[config.mk]
export PLATFORM = sky130hd
export DESIGN_NAME = dbg_reg_target
export DESIGN_NICKNAME = d
export VERILOG_FILES = /design/src/rtl/dbg_tgt_pkg.sv /design/src/rtl/dbg_tgt_handshake.sv /design/src/rtl/dbg_tgt_decode.sv /design/src/rtl/dbg_tgt_ctrl_reg.sv /design/src/rtl/dbg_tgt_rdpath.sv /design/src/rtl/dbg_reg_target.sv
export SDC_FILE = /design/constraint.sdc
export NUM_CORES = 1
export LEC_CHECK = 0
export ABC_AREA = 0
export CAP_MARGIN = 40
export CELL_PAD_IN_SITES_DETAIL_PLACEMENT = 1
export CELL_PAD_IN_SITES_GLOBAL_PLACEMENT = 2
export CORE_ASPECT_RATIO = 2
export CORE_UTILIZATION = 25
export DETAILED_ROUTE_END_ITERATION = 12
export GPL_TIMING_DRIVEN = 0
export PLACE_DENSITY = 0.77
export REMOVE_ABC_BUFFERS = 1
export SETUP_SLACK_MARGIN = 0.4
export SYNTH_ARGS = -nofsm -noshare
export SYNTH_HDL_FRONTEND = slang
export SYNTH_SLANG_ARGS = --single-unit
[constraint.sdc]
create_clock -name clk -period 1.15 [get_ports clk]
set_clock_uncertainty 0.1 [all_clocks]
set_input_delay 0.115 -clock clk [delete_from_list [all_inputs] [get_ports clk]]
set_output_delay 0.115 -clock clk [all_outputs]
set_load 0.05 [all_outputs]
[src/rtl/dbg_tgt_pkg.sv]
package dbg_tgt_pkg;
  typedef enum logic {
    HS_IDLE = 1'b0,
    HS_BUSY = 1'b1
  } hs_state_e;
endpackage

[src/rtl/dbg_tgt_handshake.sv]
module dbg_tgt_handshake
  import dbg_tgt_pkg::*;
(
  input  logic clk,
  input  logic rst,
  input  logic req,
  output logic accept,
  output logic ack
);
  hs_state_e state_q, state_d;

  // a transfer is taken only from idle, so a held req cannot start a second one
  assign accept = req && (state_q == HS_IDLE);

  always_comb begin
    state_d = state_q;
    unique case (state_q)
      HS_IDLE: if (req)  state_d = HS_BUSY;
      HS_BUSY: if (!req) state_d = HS_IDLE;
      default: state_d = HS_IDLE;
    endcase
  end

  always_ff @(posedge clk) begin
    if (rst) state_q <= HS_IDLE;
    else     state_q <= state_d;
  end

  assign ack = (state_q == HS_BUSY);
endmodule

[src/rtl/dbg_tgt_decode.sv]
module dbg_tgt_decode #(
  parameter int ADDR_W = 8,
  parameter logic [ADDR_W-1:0] CTRL_ADDR = 8'h10
) (
  input  logic              accept,
  input  logic              wr_en,
  input  logic [ADDR_W-1:0] addr,
  output logic              ctrl_wr,
  output logic              ctrl_rd
);
  logic hit;
  assign hit     = (addr == CTRL_ADDR);
  assign ctrl_wr = accept && wr_en && hit;
  assign ctrl_rd = accept && !wr_en && hit;
endmodule

[src/rtl/dbg_tgt_ctrl_reg.sv]
module dbg_tgt_ctrl_reg #(
  parameter int DATA_W = 64,
  parameter logic [DATA_W-1:0] CTRL_RST = 64'd4
) (
  input  logic              clk,
  input  logic              rst,
  input  logic              load,
  input  logic [DATA_W-1:0] din,
  output logic [DATA_W-1:0] q
);
  always_ff @(posedge clk) begin
    if (rst)       q <= CTRL_RST;
    else if (load) q <= din;
  end
endmodule

[src/rtl/dbg_tgt_rdpath.sv]
module dbg_tgt_rdpath #(
  parameter int DATA_W = 64
) (
  input  logic              clk,
  input  logic              rst,
  input  logic              accept,
  input  logic              sel_ctrl,
  input  logic [DATA_W-1:0] ctrl_q,
  output logic [DATA_W-1:0] rdata
);
  // loaded only on acceptance: stable for the whole acknowledge and beyond
  always_ff @(posedge clk) begin
    if (rst)         rdata <= '0;
    else if (accept) rdata <= sel_ctrl ? ctrl_q : '0;
  end
endmodule

[src/rtl/dbg_reg_target.sv]
module dbg_reg_target #(
  parameter int ADDR_W = 8,
  parameter int DATA_W = 64,
  parameter logic [ADDR_W-1:0] CTRL_ADDR = 8'h10,
  parameter logic [DATA_W-1:0] CTRL_RST  = 64'd4
) (
  input  logic              clk,
  input  logic              rst,
  input  logic              req,
  input  logic              wr_en,
  input  logic [ADDR_W-1:0] addr,
  input  logic [DATA_W-1:0] wdata,
  output logic [DATA_W-1:0] rdata,
  output logic              ack
);
  logic              accept;
  logic              ctrl_wr;
  logic              ctrl_rd;
  logic [DATA_W-1:0] ctrl_q;

  dbg_tgt_handshake u_hs (
    .clk    (clk),
    .rst    (rst),
    .req    (req),
    .accept (accept),
    .ack    (ack)
  );

  dbg_tgt_decode #(.ADDR_W(ADDR_W), .CTRL_ADDR(CTRL_ADDR)) u_dec (
    .accept  (accept),
    .wr_en   (wr_en),
    .addr    (addr),
    .ctrl_wr (ctrl_wr),
    .ctrl_rd (ctrl_rd)
  );

  dbg_tgt_ctrl_reg #(.DATA_W(DATA_W), .CTRL_RST(CTRL_RST)) u_ctrl (
    .clk  (clk),
    .rst  (rst),
    .load (ctrl_wr),
    .din  (wdata),
    .q    (ctrl_q)
  );

  dbg_tgt_rdpath #(.DATA_W(DATA_W)) u_rd (
    .clk      (clk),
    .rst      (rst),
    .accept   (accept),
    .sel_ctrl (ctrl_rd),
    .ctrl_q   (ctrl_q),
    .rdata    (rdata)
  );
endmodule

==> results of run 1 <==
[per-layer routing]
metal	up-vias	part of all wire, %	global-route usage [%]
met2	101	57	34.4
met3	31	2.6	3.20
li1	2522	-	-
met5	-	0	0
met4	0	3.3	9.96
met1	2594	37	18.6
[layout make-up]
cell class              instances  area share (%)
multi-input cells             455            31.3
repair buffers                215            30.5
flip-flops and latches        129            28.5
clock buffers                  26            5.09
well taps                     280            3.72
clock inverters                 6           0.850
diodes                          2          0.0531
[flip-flops by register name (all words and copies together), names as in the netlist]
register and count:
u_ctrl.q 64, u_hs.ack 1, u_rd.rdata 64
[cells in the mapped netlist (all sizes together)]
cell	instances	area share, %
nand4	64	6.9
nor2b	66	7.1
dfxtp	129	44
clkbuf	32	2.1
nor4	1	0.21
nand2b	127	14
mux2i	64	11
a21oi	64	5.5
nand2	64	4.1
buf	31	4.8
nor4b	1	0.26
and4	1	0.15
nor2	2	0.13
[power by group through the flow]
stage / clock network (mW) / registers (mW) / logic (mW)
final: 5.29 / 4.46 / 1.01
after global routing: 5.61 / 4.46 / 1.07
after detailed placement: 0 / 4.57 / 0.805
after CTS: 5.48 / 4.46 / 1.00
after global placement: 0 / 4.57 / 0.763
after floorplan: 0 / 4.58 / 0.208
[logic make-up (layout without fill, tap and decap cells)]
logic type,after synthesis,count (layout),synth area share (%)
and+or+nand+nor,326,327,32.4
DFF,129,129,44.3
AOI/OAI and AO/OA,64,64,5.49
muxes,64,64,11.0
buffers and inverters,63,247,6.86
other,0,2,0
[how the worst max path moves through the flow]
stage,startpoint,to,cells after the start
finish,u_hs.ack,u_ctrl.q[36],7
detailed placement,req,u_ctrl.q[23],6
global route,u_hs.ack,u_ctrl.q[28],7
CTS,u_hs.ack,u_ctrl.q[36],7
floorplan,addr[7],u_ctrl.q[0],3
global placement,addr[5],u_ctrl.q[6],4
[what timing repair did]
action / 4_1_cts / 5_1_grt
gates cloned: 13 / 2
pin swaps: 10 / 21
endpoints found under the setup margin: 194 / 194
resized for setup: 605 / 18
endpoints found under the hold margin: 10 / 9
setup buffers: 35 / 11
[worst max-delay path, delay by kind of cell (launching register included)]
family	cells	cell delay [ns]
buf+inv	4	0.52
mux	1	0.17
flops	1	0.34
simple gates	2	0.46
[through the flow]
stage | hold slack (ns) | std cells | cell area [sq um]
floorplan | 0.0841 | 583 | 5440
finish | -0.0534 | 1113 | 9420
global placement | 0.339 | 1003 | 7190
global route | -0.0394 | 1113 | 9420
detailed placement | 0.346 | 1018 | 7480
CTS | -0.0111 | 1098 | 9210
==> results.md, run 1 <==
STA:
- The max-slew violation count is 0.
- The smallest clock period supported by the final layout is computed as 1.67 ns.
- In this run the tightest slew margin relative to its limit is 42.3%.
- After routing, the total negative slack on setup checks comes to -53.67 ns.
- For the pin with the worst max-slew slack, the measured transition is 0.866 ns.
- Setup violations remaining at the end of the flow were counted as 141.
- The final hold violation count was 20.
- For this run, the top clock speed supported by timing is 0.600 GHz.
- The worst hold margin is -0.0534 ns.
- Dividing the final minimum period by the clock period gives 145%.
- In the post-route analysis, the smallest setup slack over all paths is -0.516 ns.
- Setup repair after global routing could not meet its margin everywhere.

Power and ir drop:
- The power density normalized to cell area is 1140 nW/um^2.
- The share of total power dissipated in combinational logic is 9.4%.
- The proportion of total power due to net switching is 22.9%.
- The worst-case IR drop observed on VDD is 0.861 mV.
- In this run the static leakage power is 3.37 nW.
- The internal power is 8.29 mW.
- The analysis attributes to net switching a power of 2.47 mW.
- The clock network fraction of total power is 49.2%.
- The final total power is 10.8 mW.
- The sequential share of power is 41.5%.

Critical path:
- At the worst endpoint, the arrival time is 1.93 ns.
- In this design, the stage delay of the slowest critical-path cell is 0.34 ns.
- Traced cell by cell, the critical path runs through nor2b_4 > buf_16 > and4_4 > buf_12 > buf_12 > clkbuf_16 > mux2i_1.
- The critical path data required time is 1.41 ns.
- The maximum fanout count along the critical path is 4.
- The register-to-register path setup slack is -0.52 ns.
- The slowest stage of the critical path belongs to the cell dfxtp_2.
- The worst flop-to-flop path startpoint is u_hs.ack.
- The capture point of the worst reg-to-reg path is u_ctrl.q[36].
- STA classifies the critical path startpoint as a flop.
- The endpoint class of the critical path is a flop.
- The category of the critical setup timing path is flop to flop.
- The worst register-to-register path has a depth of 7.
- Among the stages of the critical path, the cell type that occurs most often is buf_12.

Clock tree:
- The clock tree root driver cell is clkbuf_16.
- The clock reaches the later pin of the worst-skew pair after 0.43 ns.
- The post-CTS clock slew at the launch and capture registers of the worst setup and hold paths is 0.06 ns.
- CTS built an H-tree with a depth of 4.
- Counting along the longest clock path gives a buffer depth of 2.
- TritonCTS built the clock tree.
- TritonCTS created 17 clock buffers.
- The clock drives 129 sinks.

Min path:
- The class of the tightest hold or removal check is input pin to flop.
- The launch instance of the worst min-delay path is rst.
- The worst min-delay path endpoint is u_rd.rdata[18].
- The hold-critical path depth is 2.

Detailed routing:
- The via density per instance is 4.72.
- The number of optimization iterations in the first detailed-route pass is 4.
- The final wirelength is 21700 microns.
- The DRC marker count from the first detailed-route iteration is 169.
- After detailed routing, the number of remaining DRC violations is 0.
- Detailed routing inserted a total of 5248 vias.
- The number of antenna-violating nets in the routed design is 0.
- In the final routed layout, each cell accounts on average for 19.5 microns.

Final layout:
- The area of the multi-input gates is 2940 sq um.
- The most common cell after layout, fill and taps aside is nand2b_1.
- Registers take 2680 sq um.
- Leaving out fill and tap cells, the most frequent cells in the layout are nand2b_1, clkdlybuf4s50_1, nor2b_1, buf_8.
- The net total in the final layout is 894.
- The post-route netlist has 30.0% of its cells at a drive strength greater than 1.
- From synthesis to final layout, the design area changed by 61.4%.
- Cells fill 41.2% of the core in the end.
- The count of filler cells inserted in the layout is 2555.

Placed design:
- The count of buffers added on input and output ports is 140.
- The final HPWL from detailed placement is 11600 microns.
- The global placement routability congestion is 0.671.
- OpenSTA, run right after detailed placement, puts the worst setup slack at -1.78 ns.

Floorplanning:
- During I/O placement, the number of pins put on the boundary was 141.
- For this configuration, the core starts out at a cell density of 25.6%.
- The total area inside the core boundary comes to 22800 sq um.
- The row count is 78.
- The die is 218 microns tall.
- Measured along the x axis, the die boundary spans 110 microns.
- The total die area is 24000 sq um.

GRT:
- The final global-route overflow total is 0.
- Entering global routing, the biggest net connects 104 pins.
- The first global-routing pass estimated 31800 microns of wire.
- The number of antenna violations at the first check in global routing came to 2.
- Global routing consumed, over all layers together, 18.4% of the routing resources.
- The via count of the first global-routing pass is 5471.

Synth:
- The sequential-to-total area share from yosys stat is 44.3%.
- Counting distinct cell types in the post-synthesis netlist gives 17.
- The cell area after technology mapping is 5840 sq um.
- The number of warnings printed during yosys synthesis is 0.
- In this run, synthesis produced a sequential element count of 129.
- The post-synthesis instance total is 646.
- Averaged over all synthesized cells, the footprint is 9.03 sq um.

Status:
- The run finished, with violations left.
- The checks that failed: negative hold slack, negative setup slack.

Job:
- Max-cap violations in this run came to 0.
(Power assumes the default switching activity.)
==> inputs of run 2 (changes only) <==
--- a/config.mk
+++ b/config.mk
@@ -6,6 +6,7 @@
 export NUM_CORES = 1
 export LEC_CHECK = 0
 export ABC_AREA = 0
+export ABC_CLOCK_PERIOD_IN_PS = 1150
 export CAP_MARGIN = 40
 export CELL_PAD_IN_SITES_DETAIL_PLACEMENT = 1
 export CELL_PAD_IN_SITES_GLOBAL_PLACEMENT = 2
==> results of run 2 <==
No change in the layout: final DEF, timing and power equal those of run 1.
==> inputs of run 3 (changes only) <==
--- a/config.mk
+++ b/config.mk
@@ -10,7 +10,7 @@
 export CAP_MARGIN = 40
 export CELL_PAD_IN_SITES_DETAIL_PLACEMENT = 1
 export CELL_PAD_IN_SITES_GLOBAL_PLACEMENT = 2
-export CORE_ASPECT_RATIO = 2
+export CORE_ASPECT_RATIO = 1.1
 export CORE_UTILIZATION = 25
 export DETAILED_ROUTE_END_ITERATION = 12
 export GPL_TIMING_DRIVEN = 0
==> results.md, run 3 (synthesis results as in run 1) <==
STA:
- RSZ-0062 raised after global routing: true (unchanged).
- The relative slew slack is 45.1% (was 42.3%).
- The max-slew violation count is 0 (unchanged).
- The setup total negative slack is -49.38 ns (was -53.67 ns).
- The final-report setup violation count is 129 (was 141).
- The post-layout worst setup margin is -0.521 ns (was -0.516 ns).
- The final hold violation count is 0 (was 20).
- The final clock period utilization by the worst path was 145% (about the same).
- The pin slew with the least headroom to its limit is 0.824 ns (was 0.866 ns).
- The upper clock frequency limit came to 0.598 GHz (was 0.600 GHz).
- The worst hold margin is 0.0487 ns (was -0.0534 ns).
- The shortest period the worst path allows is 1.67 ns (about the same).

Final layout:
- The antenna diode instance count came to 0 (was 2).
- The count of filler cells inserted in the layout came to 2507 (was 2555).
- The number of standard cells in the layout, taps in and fillers out came to 1148 (was 1113).
- The layout-stage area growth over the synthesis result was 67.1% (was 61.4%).
- The share of the core filled with cells is 42.7% (was 41.2%).
- Most used cells in the layout excluding fill and tap cells: nand2b_1, buf_8, nor2b_1 (was nand2b_1, clkdlybuf4s50_1, nor2b_1, buf_8).
- The fraction of layout instances using a drive strength above 1 was 33.0% (was 30.0%).
- The net total in the final layout is 913 (was 894).
- The finished layout cell area is 9750 sq um (was 9420 sq um).
- The most common cell after layout, fill and taps aside was nand2b_1 (unchanged).

Floorplanning:
- The row count is 58 (was 78).
- The total die area was 24000 sq um (about the same).
- The die extent in x was 148 microns (was 110 microns).
- The starting density of the core came to 25.5% (was 25.6%).
- The core footprint came to 22900 sq um (was 22800 sq um).
- The die height is 162 microns (was 218 microns).
- The boundary pin count is 141 (unchanged).

Power and ir drop:
- The proportion of total power due to net switching is 23.9% (was 22.9%).
- The static leakage was 3.50 nW (was 3.37 nW).
- The clock network fraction of total power is 48.5% (was 49.2%).
- The power density normalized to cell area is 1120 nW/um^2 (was 1140 nW/um^2).
- The sequential share of power was 41.0% (was 41.5%).
- The final total power came to 10.9 mW (was 10.8 mW).
- The internal power is 8.30 mW (was 8.29 mW).
- The combinational share of power is 10.5% (was 9.4%).
- The reported net switching power is 2.61 mW (was 2.47 mW).
- The worst-case vdd ir drop came to 0.866 mV (was 0.861 mV).

Clock tree:
- The total CTS buffers is 17 (unchanged).
- The CTS tree is yes (unchanged).
- The clock latency at the later pin of the worst-skew pair came to 0.41 ns (was 0.43 ns).
- The buffer levels on the longest clock path came to 2 (unchanged).
- The number of clock sinks came to 129 (unchanged).
- The post-CTS clock slew at the launch and capture registers of the worst setup and hold paths is 0.06 ns (about the same).
- The clock tree root driver cell is clkbuf_16 (unchanged).
- The total of hold buffers inserted after clock tree synthesis is 0.
- The CTS H-tree depth is 4 (unchanged).

Detailed routing:
- The number of antenna-violating nets in the routed design came to 0 (unchanged).
- The final wirelength was 21600 microns (was 21700 microns).
- The DRC marker count from the first detailed-route iteration is 160 (was 169).
- The detailed-route DRC error count came to 0 (unchanged).
- The number of optimization iterations in the first detailed-route pass is 6 (was 4).
- The routed wire length per instance was 18.8 microns (was 19.5 microns).
- The overall via count from detail_route is 5260 (was 5248).
- The via density per instance was 4.58 (was 4.72).

Critical path:
- The category of the critical setup timing path is flop to flop (unchanged).
- The data arrival at the endpoint of the critical path is 1.91 ns (was 1.93 ns).
- The critical path data required time is 1.39 ns (was 1.41 ns).
- The family with the most delay on the worst path is buffers and inverters (unchanged).
- The buffering stage count on the worst path with inverters included is 4 (unchanged).
- The maximum fanout count along the critical path is 4 (unchanged).
- The largest incremental delay on the critical path is 0.35 ns (was 0.34 ns).
- The worst reg2reg path depth is 7 (unchanged).
- The kind of launch point of the worst setup path is a flop (unchanged).
- Cell breakdown of the critical path: nor2b_4 > buf_12 > and4_4 > buf_12 > buf_12 > buf_16 > mux2i_2 (was nor2b_4 > buf_16 > and4_4 > buf_12 > buf_12 > clkbuf_16 > mux2i_1).
- The cell depth of the worst setup path came to 7 (unchanged).
- The endpoint class of the critical path is a flop (unchanged).
- The cell with the biggest individual delay on the critical path is dfxtp_4 (was dfxtp_2).
- The library cell appearing most often on the critical path is buf_12 (unchanged).

GRT:
- The global routing usage on met3 is 3.23% (was 3.20%).
- The final global-route overflow total is 0 (unchanged).
- The global-route wire length before repair is 30500 microns (was 31800 microns).
- The largest net degree at the start of global routing is 108 (was 104).
- The total global-route track usage was 17.0% (was 18.4%).
- The most utilized layer in the global route result is met2 (unchanged).
- The met2 demand-to-capacity share in global routing is 27.6% (was 34.4%).
- The met1 global-route usage is 23.0% (was 18.6%).
- The via count of the first global-routing pass was 5217 (was 5471).
- The number of antenna violations at the first check in global routing was 0 (was 2).

Min path:
- The hold-critical path depth is 2 (unchanged).
- The class of the tightest hold or removal check is input pin to flop (unchanged).

Placed design:
- The final HPWL from detailed placement is 10300 microns (was 11600 microns).
- The number of placed instances with taps included is 1038 (was 1018).
- The worst slack after detailed placement was -1.84 ns (was -1.78 ns).
- The count of buffers inserted at the top-level ports is 140 (unchanged).
- The placed cell area was 7500 sq um (was 7480 sq um).
- The global placement routability congestion is 0.658 (was 0.671).

Job:
- The max-capacitance violation count came to 0 (unchanged).

Status:
- Violations in the final reports: negative setup slack (was negative hold slack, negative setup slack).
- Run status: finished, violations left (unchanged).
-- run 3: cell types whose count changed in the layout (fill, tap and decap cells not counted), moves of 5 or more --
cell,previous run,this run
dfxtp_4,7,1
dfxtp_2,58,64
buf_6,9,22
clkbuf_1,7,1
buf_16,9,15
buf_4,34,29
-- run 3: layout make-up --
| cell class | count | area (sq um) | share of cell area, % |
|---|---|---|---|
| repair buffers | 232 | 3160 | 32.4 |
| multi-input cells | 457 | 2990 | 30.7 |
| flip-flops and latches | 129 | 2670 | 27.3 |
| clock buffers | 19 | 443 | 4.54 |
| well taps | 300 | 375 | 3.85 |
| clock inverters | 11 | 116 | 1.19 |
-- run 3: worst paths after layout --
path                       start              to  slack, ns
hold / removal               rst        u_hs.ack       0.05
hold reg to reg   u_rd.rdata[10]  u_rd.rdata[10]       0.36
setup reg to reg        u_hs.ack    u_ctrl.q[54]      -0.52
setup / recovery        u_hs.ack    u_ctrl.q[54]      -0.52
-- run 3: layer usage --
metal | vias to the layer above | part of all wire [%] | wire (microns)
li1 | 2563 | - | -
met1 | 2568 | 48 | 10400
met2 | 113 | 47 | 10200
met3 | 16 | 3.8 | 815
met4 | 0 | 1.1 | 229
met5 | - | 0 | 0
-- run 3: power groups by stage --
| stage | clock network, mW | registers, mW | logic (mW) |
|---|---|---|---|
| after floorplan | 0 | 4.58 | 0.208 |
| final | 5.29 | 4.47 | 1.14 |
| after global placement | 0 | 4.57 | 0.753 |
| after global routing | 5.70 | 4.47 | 1.21 |
| after CTS | 5.48 | 4.47 | 0.976 |
| after detailed placement | 0 | 4.57 | 0.798 |
-- run 3: timing repair --
action,CTS,global route
gates resized for setup,614,48
setup endpoints to repair,193,193
hold endpoints to repair,0,0
setup buffers,34,24
pin swaps,10,30
cloned,15,7
